[src/rtl/rcm_pkg.sv]
package rcm_pkg;
  localparam int RCM_NARCH = 32;
  localparam int RCM_PTW   = 6;
  localparam int RCM_NSLOT = 4;
  localparam int RCM_BIDW  = 4;
  localparam int RCM_NRES  = 2;
  localparam int RCM_NRD   = 2;
endpackage

[src/rtl/rcm_slot_track.sv]
module rcm_slot_track #(
  parameter int NSLOT = 4,
  parameter int BID_W = 4,
  parameter int NRES  = 2
) (
  input  logic                   clk,
  input  logic                   rst_n,
  input  logic                   alloc_req,
  input  logic [BID_W-1:0]       alloc_bid,
  input  logic [NRES-1:0]        res_vld,
  input  logic [NRES-1:0]        res_mis,
  input  logic [NRES-1:0]        res_ckpt,
  input  logic [NRES*BID_W-1:0]  res_bid,
  input  logic                   flush,
  output logic                   avail,
  output logic                   alloc_fire,
  output logic [NSLOT-1:0]       alloc_oh,
  output logic                   restore_fire,
  output logic [NSLOT-1:0]       restore_oh
);
  logic [NSLOT-1:0] valid_q, valid_d;
  logic [BID_W-1:0] bid_q [NSLOT];
  logic [BID_W-1:0] bid_d [NSLOT];
  // older_q[i][j] is set when slot i was allocated before slot j
  logic [NSLOT-1:0] older_q [NSLOT];
  logic [NSLOT-1:0] older_d [NSLOT];
  logic [NSLOT-1:0] misp_hit, ok_hit, kill, surv, pick;
  logic             found;

  always_comb begin
    misp_hit = '0;
    ok_hit   = '0;
    for (int s = 0; s < NSLOT; s++) begin
      for (int p = 0; p < NRES; p++) begin
        if (res_vld[p] && res_ckpt[p] && valid_q[s] &&
            bid_q[s] == res_bid[p*BID_W +: BID_W]) begin
          if (res_mis[p]) misp_hit[s] = 1'b1;
          else            ok_hit[s]   = 1'b1;
        end
      end
    end
  end

  // keep only the oldest mispredicting slot
  always_comb begin
    for (int s = 0; s < NSLOT; s++) begin
      restore_oh[s] = misp_hit[s] && !flush;
      for (int j = 0; j < NSLOT; j++) begin
        if (j != s && misp_hit[j] && older_q[j][s]) restore_oh[s] = 1'b0;
      end
    end
  end
  assign restore_fire = |restore_oh;

  always_comb begin
    kill = '0;
    for (int s = 0; s < NSLOT; s++) begin
      for (int j = 0; j < NSLOT; j++) begin
        if (restore_oh[s] && (s == j || older_q[s][j])) kill[j] = 1'b1;
      end
    end
  end

  always_comb begin
    pick  = '0;
    found = 1'b0;
    for (int s = 0; s < NSLOT; s++) begin
      if (!found && !valid_q[s]) begin
        pick[s] = 1'b1;
        found   = 1'b1;
      end
    end
  end

  assign avail      = ~&valid_q;
  assign alloc_fire = alloc_req && !flush && !restore_fire && avail;
  assign alloc_oh   = alloc_fire ? pick : '0;
  assign surv       = valid_q & ~kill & ~ok_hit;

  always_comb begin
    valid_d = flush ? '0 : (surv | alloc_oh);
    bid_d   = bid_q;
    older_d = older_q;
    for (int k = 0; k < NSLOT; k++) begin
      if (alloc_oh[k]) begin
        bid_d[k] = alloc_bid;
        for (int j = 0; j < NSLOT; j++) begin
          older_d[j][k] = surv[j];
          older_d[k][j] = 1'b0;
        end
      end
    end
  end

  always_ff @(posedge clk or negedge rst_n) begin
    if (!rst_n) begin
      valid_q <= '0;
      for (int s = 0; s < NSLOT; s++) begin
        bid_q[s]   <= '0;
        older_q[s] <= '0;
      end
    end else begin
      valid_q <= valid_d;
      if (alloc_fire) begin
        bid_q   <= bid_d;
        older_q <= older_d;
      end
    end
  end
endmodule

[src/rtl/rcm_map_store.sv]
module rcm_map_store #(
  parameter int NARCH = 32,
  parameter int PTW   = 6,
  parameter int NSLOT = 4,
  parameter int NRD   = 2,
  localparam int AW   = $clog2(NARCH)
) (
  input  logic                 clk,
  input  logic                 rst_n,
  input  logic                 rn_we,
  input  logic [AW-1:0]        rn_arch,
  input  logic [PTW-1:0]       rn_ptag,
  input  logic                 rt_we,
  input  logic [AW-1:0]        rt_arch,
  input  logic [PTW-1:0]       rt_ptag,
  input  logic                 flush,
  input  logic                 snap_en,
  input  logic [NSLOT-1:0]     snap_oh,
  input  logic                 rest_en,
  input  logic [NSLOT-1:0]     rest_oh,
  input  logic [NRD*AW-1:0]    rd_arch,
  output logic [NRD*PTW-1:0]   rd_ptag
);
  logic [PTW-1:0] map_q [NARCH];
  logic [PTW-1:0] map_d [NARCH];
  logic [PTW-1:0] ret_q [NARCH];
  logic [PTW-1:0] ret_d [NARCH];
  logic [PTW-1:0] snap_q [NSLOT][NARCH];
  logic           map_en;

  assign map_en = flush || rest_en || rn_we;

  always_comb begin
    map_d = map_q;
    if (flush) begin
      map_d = ret_q;
    end else if (rest_en) begin
      for (int s = 0; s < NSLOT; s++) begin
        if (rest_oh[s]) map_d = snap_q[s];
      end
    end else if (rn_we) begin
      map_d[rn_arch] = rn_ptag;
    end
  end

  always_comb begin
    ret_d = ret_q;
    if (rt_we) ret_d[rt_arch] = rt_ptag;
  end

  always_ff @(posedge clk or negedge rst_n) begin
    if (!rst_n) begin
      for (int i = 0; i < NARCH; i++) begin
        map_q[i] <= PTW'(i);
        ret_q[i] <= PTW'(i);
      end
    end else begin
      if (map_en) map_q <= map_d;
      if (rt_we)  ret_q <= ret_d;
    end
  end

  // snapshot storage: plain enabled registers, no reset needed
  always_ff @(posedge clk) begin
    for (int s = 0; s < NSLOT; s++) begin
      if (snap_en && snap_oh[s]) snap_q[s] <= map_q;
    end
  end

  for (genvar r = 0; r < NRD; r++) begin : g_rd
    assign rd_ptag[r*PTW +: PTW] = map_q[rd_arch[r*AW +: AW]];
  end
endmodule

[src/rtl/rename_ckpt_map.sv]
module rename_ckpt_map
  import rcm_pkg::*;
#(
  parameter int NARCH = RCM_NARCH,
  parameter int PTW   = RCM_PTW,
  parameter int NSLOT = RCM_NSLOT,
  parameter int BID_W = RCM_BIDW,
  parameter int NRES  = RCM_NRES,
  parameter int NRD   = RCM_NRD,
  localparam int AW   = $clog2(NARCH)
) (
  input  logic                 clk,
  input  logic                 rst_n,
  input  logic                 rn_we,
  input  logic [AW-1:0]        rn_arch,
  input  logic [PTW-1:0]       rn_ptag,
  input  logic                 cp_req,
  input  logic [BID_W-1:0]     cp_bid,
  input  logic [NRES-1:0]      rs_vld,
  input  logic [NRES-1:0]      rs_mis,
  input  logic [NRES-1:0]      rs_ckpt,
  input  logic [NRES*BID_W-1:0] rs_bid,
  input  logic                 rt_we,
  input  logic [AW-1:0]        rt_arch,
  input  logic [PTW-1:0]       rt_ptag,
  input  logic                 flush,
  input  logic [NRD*AW-1:0]    rd_arch,
  output logic [NRD*PTW-1:0]   rd_ptag,
  output logic                 ckpt_avail,
  output logic                 rec_done,
  output logic                 pend_flush
);
  logic [1:0]       rs_sync_q;
  logic             arst_n;
  logic             alloc_fire, rst_fire, pend_d, rn_ok;
  logic [NSLOT-1:0] alloc_oh, rst_oh;

  // asynchronous assert, synchronous release
  always_ff @(posedge clk or negedge rst_n) begin
    if (!rst_n) rs_sync_q <= 2'b00;
    else        rs_sync_q <= {rs_sync_q[0], 1'b1};
  end
  assign arst_n = rs_sync_q[1];

  rcm_slot_track #(.NSLOT(NSLOT), .BID_W(BID_W), .NRES(NRES)) u_trk (
    .clk          (clk),
    .rst_n        (arst_n),
    .alloc_req    (cp_req),
    .alloc_bid    (cp_bid),
    .res_vld      (rs_vld),
    .res_mis      (rs_mis),
    .res_ckpt     (rs_ckpt),
    .res_bid      (rs_bid),
    .flush        (flush),
    .avail        (ckpt_avail),
    .alloc_fire   (alloc_fire),
    .alloc_oh     (alloc_oh),
    .restore_fire (rst_fire),
    .restore_oh   (rst_oh)
  );

  assign rn_ok = rn_we && !rst_fire && !flush;

  rcm_map_store #(.NARCH(NARCH), .PTW(PTW), .NSLOT(NSLOT), .NRD(NRD)) u_map (
    .clk     (clk),
    .rst_n   (arst_n),
    .rn_we   (rn_ok),
    .rn_arch (rn_arch),
    .rn_ptag (rn_ptag),
    .rt_we   (rt_we),
    .rt_arch (rt_arch),
    .rt_ptag (rt_ptag),
    .flush   (flush),
    .snap_en (alloc_fire),
    .snap_oh (alloc_oh),
    .rest_en (rst_fire),
    .rest_oh (rst_oh),
    .rd_arch (rd_arch),
    .rd_ptag (rd_ptag)
  );

  always_comb begin
    pend_d = pend_flush;
    if (flush)                             pend_d = 1'b0;
    else if (|(rs_vld & rs_mis & ~rs_ckpt)) pend_d = 1'b1;
  end

  always_ff @(posedge clk or negedge arst_n) begin
    if (!arst_n) begin
      pend_flush <= 1'b0;
      rec_done   <= 1'b0;
    end else begin
      pend_flush <= pend_d;
      rec_done   <= rst_fire;
    end
  end
endmodule

[config.mk]
export PLATFORM = sky130hd
export DESIGN_NAME = rename_ckpt_map
export DESIGN_NICKNAME = d
export VERILOG_FILES = /design/src/rtl/rcm_pkg.sv /design/src/rtl/rcm_slot_track.sv /design/src/rtl/rcm_map_store.sv /design/src/rtl/rename_ckpt_map.sv
export SDC_FILE = /design/constraint.sdc
export NUM_CORES = 2
export LEC_CHECK = 0
export CAP_MARGIN = 10
export CORE_ASPECT_RATIO = 1.4
export CORE_UTILIZATION = 24
export CTS_BUF_LIST = sky130_fd_sc_hd__clkbuf_4
export DETAILED_ROUTE_END_ITERATION = 10
export PLACE_DENSITY = 0.48
export SKIP_LAST_GASP = 1
export SYNTH_ARGS = -nofsm -noshare
export SYNTH_HDL_FRONTEND = slang
export SYNTH_HIERARCHICAL = 1
export SYNTH_SLANG_ARGS = --single-unit
[constraint.sdc]
create_clock -name clk -period 24.8 [get_ports clk]
set_input_delay 4.96 -clock clk [delete_from_list [all_inputs] [get_ports clk]]
set_output_delay 4.96 -clock clk [all_outputs]
set_load 0.01 [all_outputs]
## Word level (Yosys, flattened, before mapping)

Memory sizes are Yosys's and may differ from the RTL's.
Cells that the tools add are included.

- Magnitude comparators: 6
- Equal/unequal tests: 9
- Bitwise gates (word level): 12
- Mux-type cells: 116
- Reduce and logical (&&, ||, !) cells: 95

Operators by type and width:

| kind | count |
|---|---|
| 192-bit 2-to-1 mux | 10 |
| 192-bit OR reduction | 3 |
| 192-bit bitwise mux | 2 |
| 1-bit 2-to-1 mux | 85 |
| 6-bit binary-select mux with 5-bit select | 2 |
| 6-bit demux with 5-bit select | 2 |
| 1-bit logical AND | 60 |
| 6-bit 2-to-1 mux | 6 |
| 4-bit equality test | 8 |
| 6-bit >= comparator, second input constant | 4 |
| 5-bit NOT with 6-bit output | 4 |
| 4-bit 2-to-1 mux | 5 |
| 2-bit AND reduction | 10 |
| 2-bit nonzero test | 7 |
| 6-bit by 1-bit less-than comparator with 1-bit output, second input constant | 2 |
| 4-bit AND | 2 |
| 1-bit zero test | 8 |
| 4-bit NOT | 2 |
| 2-bit 2-to-1 mux | 3 |
| 6-bit by 2-bit != test with 1-bit output, second input constant | 1 |
| 2-bit AND | 2 |
| 4-bit OR | 1 |
| 4-bit AND reduction | 1 |
| 4-bit OR reduction | 1 |
| other kinds (6) | 7 |

- Register bits after elaboration: 420
- Word-level logic and storage cells: 323
- Memories: 1
- Bits of input ports: 56
- Memory bits (writable): 768
- Output and inout port bits: 15

Memory list:

| memory | words | bits a word | rd ports | clocked after memory_dff | write ports | RTL line | text |
|---|---|---|---|---|---|---|---|
| u_map.snap_q | 4 | 192 | 4 | 0 | 1 | rcm_map_store.sv:28 | `logic [PTW-1:0] snap_q [NSLOT][NARCH];` |

## Logic depth before layout (Yosys ltp)

- Word-level depth: 22
- Gate-level depth with buffers: 15
- Gate-level depth less buffers: 11

## By module

Netlist, hierarchy kept.

By module, submodules not included:

| module | times used | cells an instance | sequential area each (um^2) | area an instance (um^2) |
|---|---|---|---|---|
| rcm_map_store | 1 | 3586 | 32871.5 | 51061.5 |
| rcm_slot_track | 1 | 204 | 800.8 | 2184.6 |
| rename_ckpt_map | 1 | 10 | 100.1 | 136.4 |

## Worst setup path after synthesis

No wires, ideal clock.

- Path type: input to register
- Start point: input port rs_bid[3]
- End point: memory u_map/snap_q[0][0] (netlist name), enable pin
- Setup time: 0.576 ns
- Arrival: 11.432 ns
- Buffers on the path: 2
- Path slack: 12.792 ns
- Stages: 10
- Data required time: 24.224 ns
- Path through: xor2_1 > nor4_2 > nand3_1 > a21bo_1 > and3_4 > buf_6 > or4_4 > buf_2 > a21oi_1 > and2_1

- Cells in the longest elaborated chain, start to end: 21
- Elaborated cells on any way between the ends: 74
- Those cells by class: eq/ne: 4; mux: 39; reduce/logical: 31

Ends and longest elaborated chain:

| item | RTL line | text |
|---|---|---|
| from (decl) | rename_ckpt_map.sv:22 | `input logic [NRES*BID_W-1:0] rs_bid,` |
| 4-bit equality test | rcm_slot_track.sv:36 | `bid_q[s] == res_bid[p*BID_W +: BID_W]) begin` |
| 1-bit logical AND | rcm_slot_track.sv:35 | `if (res_vld[p] && res_ckpt[p] && valid_q[s] &&` |
| 1-bit 2-to-1 mux | rcm_slot_track.sv:35 |  |
| 1-bit 2-to-1 mux | rcm_slot_track.sv:37 | `if (res_mis[p]) misp_hit[s] = 1'b1;` |
| 1-bit 2-to-1 mux | rcm_slot_track.sv:35 |  |
| 1-bit logical AND, on equally long branches | rcm_slot_track.sv:47, rcm_slot_track.sv:49 |  |
| 1-bit 2-to-1 mux (2 in a row) | rcm_slot_track.sv:49 | `if (j != s && misp_hit[j] && older_q[j][s]) restore_oh[s] = 1'b0;` |
| 1-bit 2-to-1 mux (*) | rcm_slot_track.sv:49 |  |
| net rst_oh[0] | rename_ckpt_map.sv:36 | `logic [NSLOT-1:0] alloc_oh, rst_oh;` |
| (+2 left out) | n/a |  |
| 1-bit logical AND (*) (2 in a row) | rcm_slot_track.sv:76 | `assign alloc_fire = alloc_req && !flush && !restore_fire && avail;` |
| net alloc_fire | rename_ckpt_map.sv:35 | `logic alloc_fire, rst_fire, pend_d, rn_ok;` |
| 4-bit 2-to-1 mux | rcm_slot_track.sv:77 | `assign alloc_oh = alloc_fire ? pick : '0;` |
| 1-bit logical AND | rcm_map_store.sv:66 | `if (snap_en && snap_oh[s]) snap_q[s] <= map_q;` |
| 1-bit 2-to-1 mux | rcm_map_store.sv:66 |  |
| 1-bit 2-to-1 mux (implied by the code) | rcm_map_store.sv:66 |  |
| 192-bit OR reduction (no line) | n/a |  |
| 2-bit 2-to-1 mux (no line) or 1-bit 2-to-1 mux (tied branches) (3 in a row) | n/a |  |
| to (decl) | rcm_map_store.sv:28 |  |

The timed path passes the listed nets; every way through them passes the cells marked *.

## Final worst setup path

- Start point: input port rd_arch[7]
- End point: output port rd_ptag[8]

- Cells in the longest elaborated chain, start to end: 4

Ends and longest elaborated chain:

| item | RTL line | text |
|---|---|---|
| from (decl) | rename_ckpt_map.sv:27 | `input logic [NRD*AW-1:0] rd_arch,` |
| 5-bit NOT with 6-bit output (implied by the code) | rcm_map_store.sv:71 | `assign rd_ptag[r*PTW +: PTW] = map_q[rd_arch[r*AW +: AW]];` |
| 6-bit binary-select mux with 5-bit select | rcm_map_store.sv:71 |  |
| 6-bit 2-to-1 mux (implied by the code) (2 in a row) | rcm_map_store.sv:71 |  |
| to (decl) | rename_ckpt_map.sv:28 | `output logic [NRD*PTW-1:0] rd_ptag,` |

Every way passes these cells. The select of a mux whose other input is x is not followed.

==> flow_summary.ini <==
[run_status]
status = finished clean

[route]
ant_nets = 0
drt-initial-drc-count = 2972
num_vias = 36000
wirelength_mm = 192
routed_via_density = 5.09
post_drt_wl_per_cell_um = 27.2
firstDrtPassIters = 5
drc = 0

[timing]
setup_viol = 0
setup-tns-final_ps = 0
fin_crit_ps = 12760
fmax_mhz = 78.4
worstMarginPinSlew_ps = 1220
timing.hold.ws_ps = 353
period_share = 0.514
finalClockSkew_ps = 102
slew_violations = 0
rsz0062_at_grt = no
hold_viol = 0
slew_headroom = 0.184
layout_setup_ws_ps = 12040

[synth]
synth_area_leaders = edfxtp_1 43%, dfrtp_1 12%, dfstp_2 7.9%
synth_edf_count = 768
syn_avg_cell_area_um2 = 14.0
syn-instance-count = 3800
synth-seq-cells = 1188
synth_nets = 3856
ys.flop_type = edfxtp_1
ys_async_sr_fraction = 0.354
synth_top_area_frac = 0.432
seq_area_frac_synth = 0.633
synth_area_leader_cell = edfxtp_1
ys_warn_count = 6
ys_types = 82
syn_area_um2 = 53400

[critical_path]
r2r_start = u_trk/bid_q[3]
worstSetupEndpointType = output port
crit_family = multiplexers
worstPathMaxFanout = 48
startpoint = rd_arch[7]
cpPeakStageDelay_ps = 880
start_kind = input port
required_ps = 19840
critPathBufInv = 2
crit_type = input port to output port
arrival_ps = 7800
critPathSlowestCell = buf_2
path_cells = buf_2, mux4_4, mux4_2, mux2_2, clkdlybuf4s50_1

[floorplanning]
dieArea_um2 = 224000
die_x_um = 401
die_h_um = 560
start_util = 0.242
io_pins = 71
num_rows = 204
core_um2 = 221000

[clock_tree]
ctsHoldBuffers = 0
cts_resized = 0
path_clk_slew_ps = 60
post_cts_buffers = 0
cts_tree = built
clk-insertion-delay-late_ps = 1160
cts_max_path_buffers = 4
numCtsBuffers = 300
root_buffer = clkbuf_4
cts_max_level = 5
cts.sinks = 1188

[worst_hold_path]
worstHoldStart = rs_sync_q[0]
holdCritPathClass = flop to flop

[grt]
antenna_found_initial = 30
grt_usage = 0.166
grt_pass1_wl_mm = 271
overflow = 0
grt_pass1_vias = 36200
grt_max_degree = 182

[final_layout]
most-common-layout-cells = 768 x edfxtp_1, 460 x clkbuf_4, 282 x o21ai_0
nets = 3978
final_common_cell = edfxtp_1
final_util = 0.276
design_area_um2 = 61000
drive_gt1_frac = 0.266
area_growth_syn_to_layout_pct = 14.3

[power_and_ir_drop]
max-vdd-ir-drop_mv = 0.0331
power_leakage_nw = 20.2
p_per_area_nw_per_um2 = 73.6

[placement]
hpwl_mm = 113
dp_slack_ps = 12050
io_buffers = 70
place_congestion = 0.838
post_dp_cell_area_um2 = 57000

[job]
maxCapViolCount = 0
[where the power goes]
group,total [W],switching [W],internal (W)
clock,0.00173,0.000831,0.000894
sequential,0.00241,0.000146,0.00226
combinational,0.000356,0.000189,0.000168
total,0.00449,0.00117,0.00333
[layer usage]
layer  track usage  vias to the layer above  share of wire  wire [µm]
met3        0.0384                      424          0.074      14200
met1         0.195                    18700           0.38      72900
li1              -                    15200              -          -
met2         0.283                     1565           0.50      95100
met5             0                        -        0.00092        177
met4        0.0850                       28          0.049       9430
[logic make-up after synthesis]
group,Yosys count,share of synthesized area
flops,1188,0.633
compound gates,1102,0.131
simple gates,622,0.0713
mux,536,0.135
buf+inv,319,0.0244
xor+xnor,32,0.00525
other cells,1,0.0000702
[flip-flops by register name, summed over array words and instances, names as in the netlist]
signal	cells
rs_sync_q	2
u_map/snap_q	768
u_map/map_q	192
rec_done	1
pend_flush	1
u_trk/bid_q	16
u_map/ret_q	192
u_trk/older_q	12
u_trk/valid_q	4
[path summary, 6_finish.rpt]
| path | endpoint | slack (ps) | cells past startpoint |
|---|---|---|---|
| min in group asynchronous | u_map/map_q[115] | 380 | 0 |
| hold / removal | rs_sync_q[1] | 350 | 0 |
| hold reg to reg | rs_sync_q[1] | 350 | 0 |
| setup reg to reg | u_map/map_q[101] | 19120 | 13 |
| setup / recovery | rd_ptag[8] | 12040 | 5 |
| max in group asynchronous | rs_sync_q[1] | 20610 | 1 |
[area by class of cell]
class	instances	area, µm²
Timing Repair Buffer	133	1230
Clock inverter	87	500
Tap cell	2884	3610
Fill cell	22500	160000
Sequential cell	1188	33800
Inverter	6	30.0
Clock buffer	460	3450
Antenna cell	12	30.0
Multi-Input combinational cell	2293	18400
[Yosys cell counts (69+ instances only)]
| master | instances |
|---|---|
| a32oi_1 | 69 |
| a21oi_1 | 243 |
| a31oi_1 | 150 |
| dfstp_2 | 160 |
| mux2i_1 | 192 |
| and2_1 | 236 |
| edfxtp_1 | 768 |
| o21ai_0 | 282 |
| dfrtp_1 | 260 |
| clkbuf_1 | 262 |
| mux4_2 | 104 |
| mux2_2 | 223 |
| a211oi_1 | 193 |
| nor2b_1 | 205 |
[per-stage QoR]
stage	total power (W)	std cells
2_1_floorplan	0.00261	3800
3_3_place_gp	0.00279	6503
3_5_place_dp	0.00280	6503
4_1_cts	0.00455	7050
5_1_grt	0.00466	7057
6_report	0.00449	7063
Note: power is estimated with default switching activity, not from simulation.
